`src/rtl/irq_vec_pkg.sv`:
```
package irq_vec_pkg;
  localparam int NUM_SRC  = 6;
  localparam int NUM_EXT  = 2;
  localparam int NUM_TMR  = 2;
  localparam int ADDR_W   = 2;

  localparam logic [ADDR_W-1:0] ADR_CTRL = 2'd0;
  localparam logic [ADDR_W-1:0] ADR_FLAG = 2'd1;
  localparam logic [ADDR_W-1:0] ADR_SUB  = 2'd2;
  localparam logic [ADDR_W-1:0] ADR_EDGE = 2'd3;

  typedef enum logic [1:0] {
    EDGE_FALL = 2'b00,
    EDGE_RISE = 2'b01,
    EDGE_BOTH = 2'b10,
    EDGE_BOTH2 = 2'b11
  } edgeMode_t;

  typedef struct packed {
    logic [NUM_SRC-1:0] clrFlag;
  } ctlStrobe_t;
endpackage

```
`src/rtl/irq_vec_datapath.sv`:
```
module irq_vec_datapath
  import irq_vec_pkg::*;
#(
  parameter int DATA_W = 8,
  parameter int N_SUB  = 4
) (
  input  logic                 clk,
  input  logic                 rstN,
  input  logic [NUM_EXT-1:0]   extIn,
  input  logic [NUM_TMR-1:0]   tmrOvf,
  input  logic                 serDone,
  input  logic [N_SUB-1:0]     mfEvt,
  input  logic [ADDR_W-1:0]    regAddr,
  input  logic                 regWe,
  input  logic [DATA_W-1:0]    regWdata,
  input  logic                 gie,
  input  ctlStrobe_t           strobes,
  output logic [NUM_SRC-1:0]   armed,
  output logic [DATA_W-1:0]    regRdata
);
  localparam int EDGE_W = 2 * NUM_EXT;

  logic [NUM_EXT-1:0] extPrev;
  logic [NUM_EXT-1:0] extHit;
  logic [EDGE_W-1:0]  edgeCfg;
  logic [NUM_SRC-1:0] srcEn;
  logic [NUM_SRC-1:0] flags;
  logic [NUM_SRC-1:0] evt;
  logic [N_SUB-1:0]   subFlags;
  logic ctrlWr, flagWr, subWr, edgeWr;
  logic unusedWdata;

  assign ctrlWr = regWe && (regAddr == ADR_CTRL);
  assign flagWr = regWe && (regAddr == ADR_FLAG);
  assign subWr  = regWe && (regAddr == ADR_SUB);
  assign edgeWr = regWe && (regAddr == ADR_EDGE);
  assign unusedWdata = ^regWdata[DATA_W-1:NUM_SRC+1];

  always_ff @(posedge clk or negedge rstN) begin
    if (!rstN) begin
      extPrev <= '0;
      edgeCfg <= '0;
      srcEn   <= '0;
    end else begin
      extPrev <= extIn;
      if (edgeWr) edgeCfg <= regWdata[EDGE_W-1:0];
      if (ctrlWr) srcEn <= regWdata[NUM_SRC:1];
    end
  end

  for (genvar e = 0; e < NUM_EXT; e++) begin : g_edge
    logic riseSeen, fallSeen;
    edgeMode_t mode;
    assign riseSeen = extIn[e] && !extPrev[e];
    assign fallSeen = !extIn[e] && extPrev[e];
    assign mode = edgeMode_t'(edgeCfg[2*e +: 2]);
    always_comb begin
      unique case (mode)
        EDGE_FALL: extHit[e] = fallSeen;
        EDGE_RISE: extHit[e] = riseSeen;
        default:   extHit[e] = riseSeen || fallSeen;
      endcase
    end
  end

  assign evt = {|mfEvt, serDone, tmrOvf, extHit};

  for (genvar i = 0; i < NUM_SRC; i++) begin : g_flag
    always_ff @(posedge clk or negedge rstN) begin
      if (!rstN)           flags[i] <= 1'b0;
      else if (evt[i])     flags[i] <= 1'b1;
      else if (flagWr)     flags[i] <= regWdata[i];
      else if (strobes.clrFlag[i]) flags[i] <= 1'b0;
    end

    // a serviced flag drops when nothing else touches it
    p_flag_clr_r2: assert property (@(posedge clk) disable iff (!rstN)
      strobes.clrFlag[i] && !evt[i] && !flagWr |=> !flags[i]);
    // a raw event always leaves its flag set
    p_event_wins_r10: assert property (@(posedge clk) disable iff (!rstN)
      evt[i] |=> flags[i]);
  end

  always_ff @(posedge clk or negedge rstN) begin
    if (!rstN) subFlags <= '0;
    else       subFlags <= mfEvt | (subWr ? regWdata[N_SUB-1:0] : subFlags);
  end

  // servicing the group keeps every sticky sub-flag
  p_sub_sticky_r8: assert property (@(posedge clk) disable iff (!rstN)
    strobes.clrFlag[NUM_SRC-1] && !subWr |=>
      ((subFlags & $past(subFlags)) == $past(subFlags)));

  assign armed = flags & srcEn;

  always_comb begin
    regRdata = '0;
    unique case (regAddr)
      ADR_CTRL: regRdata[NUM_SRC:0]   = {srcEn, gie};
      ADR_FLAG: regRdata[NUM_SRC-1:0] = flags;
      ADR_SUB:  regRdata[N_SUB-1:0]   = subFlags;
      default:  regRdata[EDGE_W-1:0]  = edgeCfg;
    endcase
  end
endmodule

```
`src/rtl/irq_vec_control.sv`:
```
module irq_vec_control
  import irq_vec_pkg::*;
#(
  parameter int          VEC_W    = 8,
  parameter logic [7:0]  VEC_BASE = 8'h04,
  parameter int          VEC_STEP = 4
) (
  input  logic               clk,
  input  logic               rstN,
  input  logic [NUM_SRC-1:0] armed,
  input  logic               sampleStb,
  input  logic               stackFull,
  input  logic               retEnStb,
  input  logic               retStb,
  input  logic               gieWr,
  input  logic               gieWdata,
  output logic               gie,
  output ctlStrobe_t         strobes,
  output logic               ackPulse,
  output logic [VEC_W-1:0]   vecAddr
);
  localparam int IDX_W = $clog2(NUM_SRC);
  localparam int VEC_LAST = int'(VEC_BASE) + VEC_STEP * (NUM_SRC - 1);

  logic [IDX_W-1:0] winIdx;
  logic             take;

  always_comb begin
    winIdx = '0;
    for (int i = NUM_SRC - 1; i >= 0; i--) begin
      if (armed[i]) winIdx = IDX_W'(i);
    end
  end

  assign take = sampleStb && gie && !stackFull && (|armed);

  always_comb begin
    strobes = '0;
    if (take) strobes.clrFlag[winIdx] = 1'b1;
  end

  always_ff @(posedge clk or negedge rstN) begin
    if (!rstN) begin
      gie      <= 1'b0;
      ackPulse <= 1'b0;
      vecAddr  <= '0;
    end else begin
      ackPulse <= take;
      if (take) vecAddr <= VEC_W'(int'(VEC_BASE) + VEC_STEP * int'(winIdx));
      if (take)          gie <= 1'b0;
      else if (retEnStb) gie <= 1'b1;
      else if (gieWr)    gie <= gieWdata;
    end
  end

  // vectors sit on the 4-byte grid inside the table
  p_vec_range_r1: assert property (@(posedge clk) disable iff (!rstN)
    ackPulse |-> (vecAddr[1:0] == 2'b00 && int'(vecAddr) >= int'(VEC_BASE)
                  && int'(vecAddr) <= VEC_LAST));
  // taking an interrupt disables further ones
  p_ack_clears_gie_r2: assert property (@(posedge clk) disable iff (!rstN)
    ackPulse |-> !gie);
  // no acknowledge without the global enable
  p_ack_needs_gie_r3: assert property (@(posedge clk) disable iff (!rstN)
    ackPulse |-> $past(gie));
  // a full stack blocks acknowledges
  p_full_blocks_r4: assert property (@(posedge clk) disable iff (!rstN)
    ackPulse |-> !$past(stackFull));
  // a plain return leaves the global enable alone
  p_ret_keeps_r5: assert property (@(posedge clk) disable iff (!rstN)
    retStb && !retEnStb && !gieWr && !take |=> gie == $past(gie));
  // one-cycle acknowledge that follows a strobe
  p_single_ack_r6: assert property (@(posedge clk) disable iff (!rstN)
    ackPulse |=> !ackPulse);
  p_strobe_only_r6: assert property (@(posedge clk) disable iff (!rstN)
    ackPulse |-> $past(sampleStb));
  p_one_clear_r6: assert property (@(posedge clk) disable iff (!rstN)
    $onehot0(strobes.clrFlag));
endmodule

```
`src/rtl/irq_vector_ctl.sv`:
```
module irq_vector_ctl
  import irq_vec_pkg::*;
#(
  parameter int DATA_W = 8,
  parameter int N_SUB  = 4,
  parameter int VEC_W  = 8
) (
  input  logic               clk,
  input  logic               rstN,
  input  logic [NUM_EXT-1:0] extIn,
  input  logic [NUM_TMR-1:0] tmrOvf,
  input  logic               serDone,
  input  logic [N_SUB-1:0]   mfEvt,
  input  logic [ADDR_W-1:0]  regAddr,
  input  logic               regWe,
  input  logic [DATA_W-1:0]  regWdata,
  output logic [DATA_W-1:0]  regRdata,
  input  logic               stackFull,
  input  logic               sampleStb,
  input  logic               retEnStb,
  input  logic               retStb,
  output logic               ackPulse,
  output logic [VEC_W-1:0]   vecAddr
);
  logic               gie;
  ctlStrobe_t         strobes;
  logic [NUM_SRC-1:0] armed;
  logic               gieWr;

  assign gieWr = regWe && (regAddr == ADR_CTRL);

  irq_vec_datapath #(.DATA_W(DATA_W), .N_SUB(N_SUB)) i_dp (
    .clk(clk), .rstN(rstN), .extIn(extIn), .tmrOvf(tmrOvf),
    .serDone(serDone), .mfEvt(mfEvt), .regAddr(regAddr), .regWe(regWe),
    .regWdata(regWdata), .gie(gie), .strobes(strobes), .armed(armed),
    .regRdata(regRdata)
  );

  irq_vec_control #(.VEC_W(VEC_W)) i_ctl (
    .clk(clk), .rstN(rstN), .armed(armed), .sampleStb(sampleStb),
    .stackFull(stackFull), .retEnStb(retEnStb), .retStb(retStb),
    .gieWr(gieWr), .gieWdata(regWdata[0]), .gie(gie), .strobes(strobes),
    .ackPulse(ackPulse), .vecAddr(vecAddr)
  );
endmodule

```
`config.mk`:
```
export PLATFORM = sky130hd
export DESIGN_NAME = irq_vector_ctl
export DESIGN_NICKNAME = d
export VERILOG_FILES = /design/src/rtl/irq_vec_pkg.sv /design/src/rtl/irq_vec_datapath.sv /design/src/rtl/irq_vec_control.sv /design/src/rtl/irq_vector_ctl.sv
export SDC_FILE = /design/constraint.sdc
export NUM_CORES = 1
export LEC_CHECK = 0
export ABC_AREA = 1
export BUFFER_PORTS_ARGS = -buffer_cell sky130_fd_sc_hd__buf_2
export CAP_MARGIN = 15
export CORE_ASPECT_RATIO = 1.5
export CORE_MARGIN = 5
export CORE_UTILIZATION = 30
export DETAILED_ROUTE_END_ITERATION = 8
export GPL_ROUTABILITY_DRIVEN = 0
export GPL_TIMING_DRIVEN = 0
export HOLD_SLACK_MARGIN = 0.08
export PLACE_DENSITY = 0.54
export SLEW_MARGIN = 20
export SYNTH_ARGS = -nofsm -noshare
export SYNTH_HDL_FRONTEND = slang
export SYNTH_SLANG_ARGS = --single-unit
```
`constraint.sdc`:
```
create_clock -name clk -period 2.85 [get_ports clk]
set_input_delay 0.57 -clock clk [delete_from_list [all_inputs] [get_ports clk]]
set_output_delay 0.57 -clock clk [all_outputs]
set_load 0.005 [all_outputs]
```
==> implementation parameters <==
Parameter                              Value

Setup path
  Crit end category ... primary output
  Count of buffering cells on the critical path with inverters included ... 3
  Crit path kind ... input pin to primary output
  Max stage delay cell, worst path ... sky130_fd_sc_hd__nor2_2
  CP max stage delay ... between 0.2 and 0.3 ns
  Category of the worst setup path launch point ... input pin
  Most common cell on crit path ... sky130_fd_sc_hd__buf_2
  Largest delay contributor family on the critical path ... buffers and inverters
  Highest net fanout along the worst path ... 7
  Cell breakdown of the critical path ... buf_2 -> nor2_2 -> inv_1 -> o2111ai_1 -> buf_2
  Data required time of the worst path ... between 2 and 2.5 ns
  Arrival time reported for the critical path endpoint ... 1.43 ns

Floorplan
  Die X-Extent ... slightly below 70 um
  Area enclosed by the die boundary ... 6930 um^2
  Placement Rows ... 32
  Die Span Y ... 99.5 um
  Boundary pin count ... 43
  Core region area ... 5160 um^2
  Effective utilization at floorplan ... 31.0%

Clock network
  Clock latency of the later-clocked register in the worst-skew pair ... 0.27 ns
  Buffers from clock root to sink, at most ... 2
  Post-CTS setup buffer count ... 0
  Clk sinks ... 28
  Clock root cell ... sky130_fd_sc_hd__clkbuf_8
  TritonCTS clock tree ... yes
  CTS HTree Levels ... 1
  TritonCTS Buffers ... 3
  Clock Pin Slew Worst Setup and Hold Paths ... roughly 0.09 ns
  # hold bufs at CTS ... 0
  Total of cells resized after clock tree synthesis ... 0

Synth
  Post-synth EDFFs ... 0
  Seq/Total Area, Yosys ... 43.8%
  Synthesized area per cell ... 7.84 um^2
  Number of distinct library cells after synthesis ... 28
  Number of warnings reported in the yosys synthesis log ... 0
  Most common library cells after synthesis ... 64 x sky130_fd_sc_hd__nand2_1, 34 x sky130_fd_sc_hd__inv_1, 28 x sky130_fd_sc_hd__dfrtp_1, 15 x sky130_fd_sc_hd__o21ai_0
  Post-synth top area cell ... sky130_fd_sc_hd__dfrtp_1
  Post-synth ARST share ... 100%
  Share of the synthesized area in the top cell type ... 43.8%
  Most used flip-flop cell after synthesis ... sky130_fd_sc_hd__dfrtp_1
  Cells taking the most area after synthesis ... sky130_fd_sc_hd__dfrtp_1 44%, sky130_fd_sc_hd__nand2_1 15%, sky130_fd_sc_hd__inv_1 8.0%
  Number of cells produced by synthesis ... around 200
  Most used standard cell by instance count after synthesis ... sky130_fd_sc_hd__nand2_1
  Post-synthesis register bit count ... 28
  Total standard cell area after synthesis ... 1600 um^2

Routing
  Count of nets left with antenna violations after detail routing ... 0
  Total Wirelength ... about 4 mm
  # DRC ... 0
  First drt pass iteration count ... 4
  DRC violation total after the first TritonRoute iteration ... 16
  WL per Instance ... roughly 12 um
  Via-per-instance ratio ... between 4 and 5
  Total vias in the final route ... 1352

Timing
  Max Transition Viols Final ... 0
  Aggregate negative setup slack ... 0 ns
  Slew at the pin closest to its max-slew limit ... 0.645 ns
  Final number of hold-violating endpoints ... 0
  Final critical delay including setup and external delays ... 2.00 ns
  Period utilization ... 70.1%
  RSZ-0062 raised after global routing ... no
  Clock skew ... about 0.0014 ns
  Number of failing setup endpoints in the final timing report ... 0
  Fmax ... 500 MHz
  Worst relative slew slack ... 57.0%
  Worst setup slack after layout ... around 0.85 ns

Power
  Leakage ... 1.04 nW
  Cell area power density ... 532 nW/um^2
  Maximum vdd ir drop ... 0.185 mV

Place
  Cell total after placement ... 311
  Quantity of I/O buffers inserted on ports ... 35
  Setup WS pre-CTS ... a little over 0.8 ns
  Detailed Place HPWL ... 3.19 mm

Flow run
  Max_cap viols ... 0

Finish
  Layout overhead on the synthesized area ... 19.8%
  Number of standard cells in the layout, taps in and fillers out ... 314
  Fraction of final layout cells sized beyond drive strength 1 ... approximately a quarter
  Number of filler instances in the final layout ... 569
  Final antenna diode count ... 0
  Final net count ... 279

GRT
  Maximum number of pins on one net before global-route repair ... 29
  Overall routing resource usage ... approximately an eighth
  Number of antenna violations at the first check in global routing ... 0
  Vias in the first global route ... 1375
  Global-route wire length before repair ... 6.50 mm
  Total overflow reported by the global router ... 0

Run status
  Run status ... completed

Min path
  Worst hold-check path type ... input pin to async pin
==> layout make-up <==
class | count | area, um^2 | share of cell area, %
inverters | 36 | 135 | 7.05
clock buffers | 3 | 41.3 | 2.15
well taps | 68 | 85.1 | 4.44
repair buffers | 35 | 175 | 9.14
plain buffers | 8 | 67.6 | 3.52
flip-flops and latches | 28 | 701 | 36.6
multi-input cells | 136 | 712 | 37.1
==> layout by cell type, fill, tap and decap left out, types with 4 or more instances in the layout <==
cell	n
sky130_fd_sc_hd__a21oi_1	7
sky130_fd_sc_hd__buf_2	35
sky130_fd_sc_hd__buf_4	6
sky130_fd_sc_hd__conb_1	5
sky130_fd_sc_hd__dfrtp_1	28
sky130_fd_sc_hd__ha_1	5
sky130_fd_sc_hd__inv_1	34
sky130_fd_sc_hd__nand2_1	64
sky130_fd_sc_hd__nand4_1	4
sky130_fd_sc_hd__nor2_1	7
sky130_fd_sc_hd__o21ai_0	15
sky130_fd_sc_hd__o21bai_1	4
==> worst reg2reg max path, stage by stage, from the launching register on <==
cell                      delay [ns]
sky130_fd_sc_hd__dfrtp_1        0.40
sky130_fd_sc_hd__nand2_1        0.09
sky130_fd_sc_hd__inv_1          0.04
sky130_fd_sc_hd__nand2_1        0.05
sky130_fd_sc_hd__nand2_1        0.05
sky130_fd_sc_hd__nand2_1        0.05
sky130_fd_sc_hd__nand2_1        0.09
sky130_fd_sc_hd__nand2_1        0.13
sky130_fd_sc_hd__inv_1          0.08
sky130_fd_sc_hd__ha_1           0.20
sky130_fd_sc_hd__xnor2_1        0.16
sky130_fd_sc_hd__a21oi_1        0.08
==> sequential cells by signal, indices dropped and copies added, names as in the netlist <==
signal / cells
i_dp.flags: 6
i_dp.srcEn: 6
i_ctl.vecAddr: 4
i_dp.edgeCfg: 4
i_dp.subFlags: 4
i_dp.extPrev: 2
i_ctl.ackPulse: 1
i_ctl.gie: 1
==> metal layers <==
layer / global-route usage, % / vias to the layer above / wire [um]
met2: 24.0 / 22 / 2170
li1: - / 716 / -
met5: 0 / - / 0
met1: 12.0 / 612 / 1520
met4: 3.98 / 0 / 36
met3: 2.12 / 2 / 190
==> where the power goes <==
part / switching [mW] / internal (mW)
sequential: 0.0430 / 0.458
clock: 0.117 / 0.0948
combinational: 0.179 / 0.127
total: 0.339 / 0.681
==> cell families (layout without fill, tap and decap cells) <==
family,after synthesis,in the layout,synth area share [%]
mux,1,1,0.704
fa+ha+maj,5,5,3.91
buf+inv,44,82,12.7
simple gates,88,88,23.6
xor+xnor,1,1,0.547
other cells,1,5,0.234
compound gates,36,36,14.5
flops,28,28,43.8
==> through the flow <==
step           power [mW]  util (%)  hold slack, ns  area, um^2
6_report             1.02      37.1           0.316        1920
2_1_floorplan       0.707         -           0.274        1620
3_5_place_dp        0.822      36.3           0.458        1880
5_1_grt              1.10      37.1           0.372        1920
3_3_place_gp        0.816      36.3           0.450        1880
4_1_cts              1.04      37.1           0.335        1920
==> path summary, 6_finish.rpt <==
path                                                    from                      endpoint  slack (ns)  cells past startpoint
max in group asynchronous                               rstN  i_ctl.vecAddr[4]$_DFFE_PN0P_        2.11                      1
min in group clk                                    extIn[1]     i_dp.extPrev[1]$_DFF_PN0_        0.43                      1
worst max-delay path                              regAddr[0]                   regRdata[0]        0.85                      5
worst max register to register     i_dp.srcEn[5]$_DFFE_PN0P_  i_ctl.vecAddr[4]$_DFFE_PN0P_        1.33                     11
worst min register to register  i_ctl.vecAddr[3]$_DFFE_PN0P_  i_ctl.vecAddr[3]$_DFFE_PN0P_        0.48                      2
worst min-delay path                                    rstN     i_dp.srcEn[5]$_DFFE_PN0P_        0.32                      1
No activity file was read; power rests on OpenSTA's default activity.
